===== src/rtl/msgirq_pkg.sv =====
package msgirq_pkg;
    localparam logic [31:0] DEF_CTRL_BASE   = 32'hFEC0_0000;
    localparam logic [31:0] ASSERT_REG_OFS  = 32'h0000_0020;
    // lines 0, 2, 8, 13 are held for system sources
    localparam logic [23:0] DEF_RESERVED    = 24'h00_2105;
endpackage


===== src/rtl/msgirq_addr_match.sv =====
module msgirq_addr_match #(
    parameter int          ADDR_W = 32,
    parameter logic [ADDR_W-1:0] TARGET = '0
) (
    input  logic              wr_valid,
    input  logic [ADDR_W-1:0] wr_addr,
    output logic              hit
);
    always_comb hit = wr_valid && (wr_addr == TARGET);
endmodule


===== src/rtl/msgirq_vec_decode.sv =====
module msgirq_vec_decode #(
    parameter int                  DATA_W   = 32,
    parameter int                  NUM_IRQ  = 24,
    parameter int                  FIELD_W  = 5,
    parameter logic [NUM_IRQ-1:0]  RESERVED = '0
) (
    input  logic [DATA_W-1:0]  data,
    output logic [NUM_IRQ-1:0] onehot
);
    logic [FIELD_W-1:0] num;
    assign num = data[FIELD_W-1:0];

    for (genvar i = 0; i < NUM_IRQ; i++) begin : g_line
        if (RESERVED[i]) begin : g_res
            assign onehot[i] = 1'b0;
        end else begin : g_ok
            assign onehot[i] = (num == FIELD_W'(i));
        end
    end
endmodule


===== src/rtl/msgirq_pick_lowest.sv =====
module msgirq_pick_lowest #(
    parameter int N = 24,
    parameter int W = 5
) (
    input  logic [N-1:0] pend,
    output logic         any,
    output logic [W-1:0] idx
);
    always_comb begin
        any = |pend;
        idx = '0;
        for (int i = N - 1; i >= 0; i--) begin
            if (pend[i]) idx = W'(i);
        end
    end
endmodule


===== src/rtl/msg_irq_decoder.sv =====
module msg_irq_decoder #(
    parameter int                  ADDR_W    = 32,
    parameter int                  DATA_W    = 32,
    parameter int                  NUM_IRQ   = 24,
    parameter int                  FIELD_W   = 5,
    parameter logic [ADDR_W-1:0]   CTRL_BASE = msgirq_pkg::DEF_CTRL_BASE,
    parameter logic [NUM_IRQ-1:0]  RESERVED  = msgirq_pkg::DEF_RESERVED
) (
    input  logic               clk,
    input  logic               rst_n,
    input  logic               wr_valid,
    input  logic [ADDR_W-1:0]  wr_addr,
    input  logic [DATA_W-1:0]  wr_data,
    input  logic               xapic_en,
    input  logic               cap_req,
    input  logic [NUM_IRQ-1:0] edge_mask,
    output logic               msg_cap,
    output logic [NUM_IRQ-1:0] irr,
    output logic               dlv_req,
    output logic [FIELD_W-1:0] dlv_vec,
    input  logic               dlv_ack
);
    localparam logic [ADDR_W-1:0] TARGET = CTRL_BASE + ADDR_W'(msgirq_pkg::ASSERT_REG_OFS);

    typedef struct packed {
        logic [NUM_IRQ-1:0] irr;
        logic               cap;
    } state_t;

    state_t st_d, st_q;

    logic               hit;
    logic [NUM_IRQ-1:0] line_onehot;
    logic [NUM_IRQ-1:0] set_vec;
    logic [NUM_IRQ-1:0] clr_vec;

    msgirq_addr_match #(.ADDR_W(ADDR_W), .TARGET(TARGET)) u_match (
        .wr_valid (wr_valid),
        .wr_addr  (wr_addr),
        .hit      (hit)
    );

    msgirq_vec_decode #(
        .DATA_W(DATA_W), .NUM_IRQ(NUM_IRQ), .FIELD_W(FIELD_W), .RESERVED(RESERVED)
    ) u_dec (
        .data   (wr_data),
        .onehot (line_onehot)
    );

    msgirq_pick_lowest #(.N(NUM_IRQ), .W(FIELD_W)) u_pick (
        .pend (st_q.irr),
        .any  (dlv_req),
        .idx  (dlv_vec)
    );

    always_comb begin
        st_d     = st_q;
        st_d.cap = cap_req & xapic_en;
        for (int i = 0; i < NUM_IRQ; i++) begin
            clr_vec[i] = dlv_req && dlv_ack && (dlv_vec == FIELD_W'(i));
        end
        set_vec  = (hit && st_q.cap) ? (line_onehot & edge_mask) : '0;
        // set is applied after clear so a colliding set survives
        st_d.irr = (st_q.irr & ~clr_vec) | set_vec;
        if (!rst_n) st_d = '0;
    end

    always_ff @(posedge clk) begin
        st_q <= st_d;
    end

    assign msg_cap = st_q.cap;
    assign irr     = st_q.irr;
endmodule


===== config.mk =====
export PLATFORM = sky130hd
export DESIGN_NAME = msg_irq_decoder
export DESIGN_NICKNAME = d
export VERILOG_FILES = /design/src/rtl/msgirq_pkg.sv /design/src/rtl/msgirq_addr_match.sv /design/src/rtl/msgirq_vec_decode.sv /design/src/rtl/msgirq_pick_lowest.sv /design/src/rtl/msg_irq_decoder.sv
export SDC_FILE = /design/constraint.sdc
export NUM_CORES = 1
export LEC_CHECK = 0
export BUFFER_PORTS_ARGS = -buffer_cell sky130_fd_sc_hd__buf_2
export CAP_MARGIN = 20
export CORE_UTILIZATION = 38
export CTS_CLUSTER_DIAMETER = 80
export DETAILED_ROUTE_END_ITERATION = 10
export GPL_ROUTABILITY_DRIVEN = 0
export PLACE_DENSITY = 0.91
export SKIP_LAST_GASP = 1
export SLEW_MARGIN = 40
export SYNTH_ARGS = -nofsm -noshare
export SYNTH_HDL_FRONTEND = slang
export SYNTH_SLANG_ARGS = --single-unit

===== constraint.sdc =====
create_clock -name clk -period 2.6 [get_ports clk]
set_input_delay 0.52 -clock clk [delete_from_list [all_inputs] [get_ports clk]]
set_output_delay 0.52 -clock clk [all_outputs]
set_load 0.005 [all_outputs]

==> results.json <==
{
  "seqCellArea_um2": 501.7,
  "io_pins": 125,
  "fill_cells": 373,
  "grt_overflow": 0,
  "grt_pass1_wl_um": 8059,
  "synth-seq-cells": 25,
  "finalSetupViolCount": 0,
  "grt_util_met2": 0.4707,
  "cts_tree": "built",
  "seq_area_frac_synth": 0.3404,
  "clk_pin_slew_ns": 0.08,
  "start_kind": "register",
  "status": "complete, no violations",
  "fin_crit_ns": 2.454,
  "via_per_inst": 6.003,
  "synthCells": 187,
  "cts_buffer_depth": 2,
  "die_y_um": 64.20,
  "cts-root-buf": "clkbuf_8",
  "grt.total_usage": 0.2489,
  "top_usage_layer": "met2",
  "std_cell_rows": 22,
  "synth_edf_count": 0,
  "layout_common_cells": "93 x buf_2, 24 x dfxtp_1, 21 x nand2_1, 18 x o21ai_0, 13 x nor2_1",
  "synth.cell_area_um2": 1470,
  "leakagePower_nw": 0.9903,
  "cts_sinks": 25,
  "antenna_found_initial": 0,
  "yosysUniqueCellTypes": 43,
  "ant_nets": 0,
  "cp.required_ns": 2.08,
  "grt_max_degree": 30,
  "hpwl_um": 4078,
  "n_antenna_cell": 0,
  "coreArea_um2": 3689,
  "grt_use_met1": 0.2652,
  "cts_max_level": 1,
  "multi_input_area_um2": 932.1,
  "arrival_ns": 1.93,
  "drtIter0Drc": 114,
  "final_nets": 378,
  "numCtsBuffers": 3,
  "met3_usage": 0.04286,
  "initial_utilization": 0.3986,
  "insertion_delay_ns": 0.27,
  "ir_worst_vdd_mv": 0.1689,
  "wl_per_cell_um": 15.38,
  "layout-drive-gt1-share": 0.3922,
  "die_area_um2": 4122,
  "final_cells": 331,
  "synth_nets": 281,
  "cp-end-kind": "output pin",
  "fin_skew_ns": 0.003136,
  "setup_tns_ns": 0,
  "hold_violations": 0,
  "area_delta_synth_final_pct": 40.43,
  "routed_wl_um": 5092,
  "num_vias": 1987,
  "hold_buffers": 0,
  "drv_cap": 0,
  "fmax_mhz": 407.5,
  "placed_cells": 325,
  "worst-path-max-fanout": 5,
  "worst_pin_slew_ns": 0.4932,
  "grt_pass1_vias": 1794,
  "slew_headroom": 0.6682,
  "hold_path_class": "in2reg",
  "mostFrequentLayoutCell": "buf_2",
  "holdWs_ns": 0.4772,
  "firstDrtPassIters": 5,
  "period_share": 0.9439,
  "die_w_um": 64.20,
  "power.density_nw_per_um2": 333.8,
  "avgSynthCellArea_um2": 7.862,
  "synth_ff_type": "dfxtp_1",
  "place.port_buffers": 93,
  "drv_slew": 0,
  "async_reset_ff_frac": 0,
  "crit_type": "reg2out",
  "drc": 0,
  "synth-warning-count": 0
}
kinds of logic after synthesis:
group / count (synthesis) / synth area share
AND/OR/NAND/NOR: 99 / 0.3770
AO/OA/AOI/OAI: 50 / 0.2451
flip-flops: 25 / 0.3404
buffers and inverters: 13 / 0.03744
through the flow:
step	instance area, um2	worst slack (ns)	util	power, mW
finish	2064	0.1459	0.5597	0.6892
global route	2064	-0.008935	0.5597	0.7134
CTS	2034	0.03221	0.5516	0.6899
detailed placement	1986	0.2962	0.5383	0.4702
global placement	1986	0.3043	0.5383	0.4682
floorplan	1470	0.6226	-	0.4152
report_power, final:
| part | switching [mW] | leakage, nW | total, mW | internal (mW) |
|---|---|---|---|---|
| registers | 0.000257 | 0.202 | 0.383 | 0.383 |
| logic | 0.0369 | 0.766 | 0.0783 | 0.0414 |
| clock network | 0.118 | 0.0228 | 0.228 | 0.110 |
what timing repair did:
| item | 4_1_cts | 5_1_grt |
|---|---|---|
| buffers inserted | 0 | 2 |
| pin swaps | 0 | 1 |
| endpoints found under the setup margin | 1 | 3 |
| resized for setup | 1 | 5 |
sequential cells by signal (all words and copies together), names as in the netlist:
| signal | count |
|---|---|
| msg_cap | 1 |
| irr | 24 |
worst paths after layout:
check / from / to / slack (ns) / depth (start not counted)
max: irr[23] / dlv_vec[1] / 0.15 / 6
min: xapic_en / msg_cap / 0.48 / 2
max reg2reg: irr[23] / irr[14] / 0.24 / 8
min reg2reg: irr[2] / irr[2] / 0.53 / 2
layout make-up:
class                   count  area share
inverters                   8     0.01455
well taps                  48     0.02909
clock buffers               4     0.02182
multi-input cells         149      0.4515
flip-flops and latches     25      0.2430
repair buffers             97      0.2400
synth_stat cells (3+ instances only):
cell,count,area share
a31oi_1,4,0.017
nor2_1,13,0.033
inv_1,8,0.020
and3_1,7,0.030
nand4_1,6,0.026
dfxtp_1,25,0.34
nand3_1,12,0.041
o21ai_0,18,0.061
o311ai_0,9,0.054
nor2b_1,6,0.026
nand2_1,21,0.054
nor3_1,5,0.017
nand3b_1,3,0.015
a21oi_1,4,0.014
nor4_1,10,0.043
per-layer routing:
layer  vias up  part of all wire
li1        925                 -
met1       922              0.37
met2       127              0.51
met3        13             0.098
met4         0             0.023
met5         -                 0
critical path, cell delays in order (launching register included):
cell and delay (ns):
dfxtp_1 0.38, nor2_1 0.07, o311ai_2 0.25, a31oi_1 0.17
or4_4 0.57, inv_2 0.11, buf_2 0.12
No activity file was read; power rests on OpenSTA's default activity.
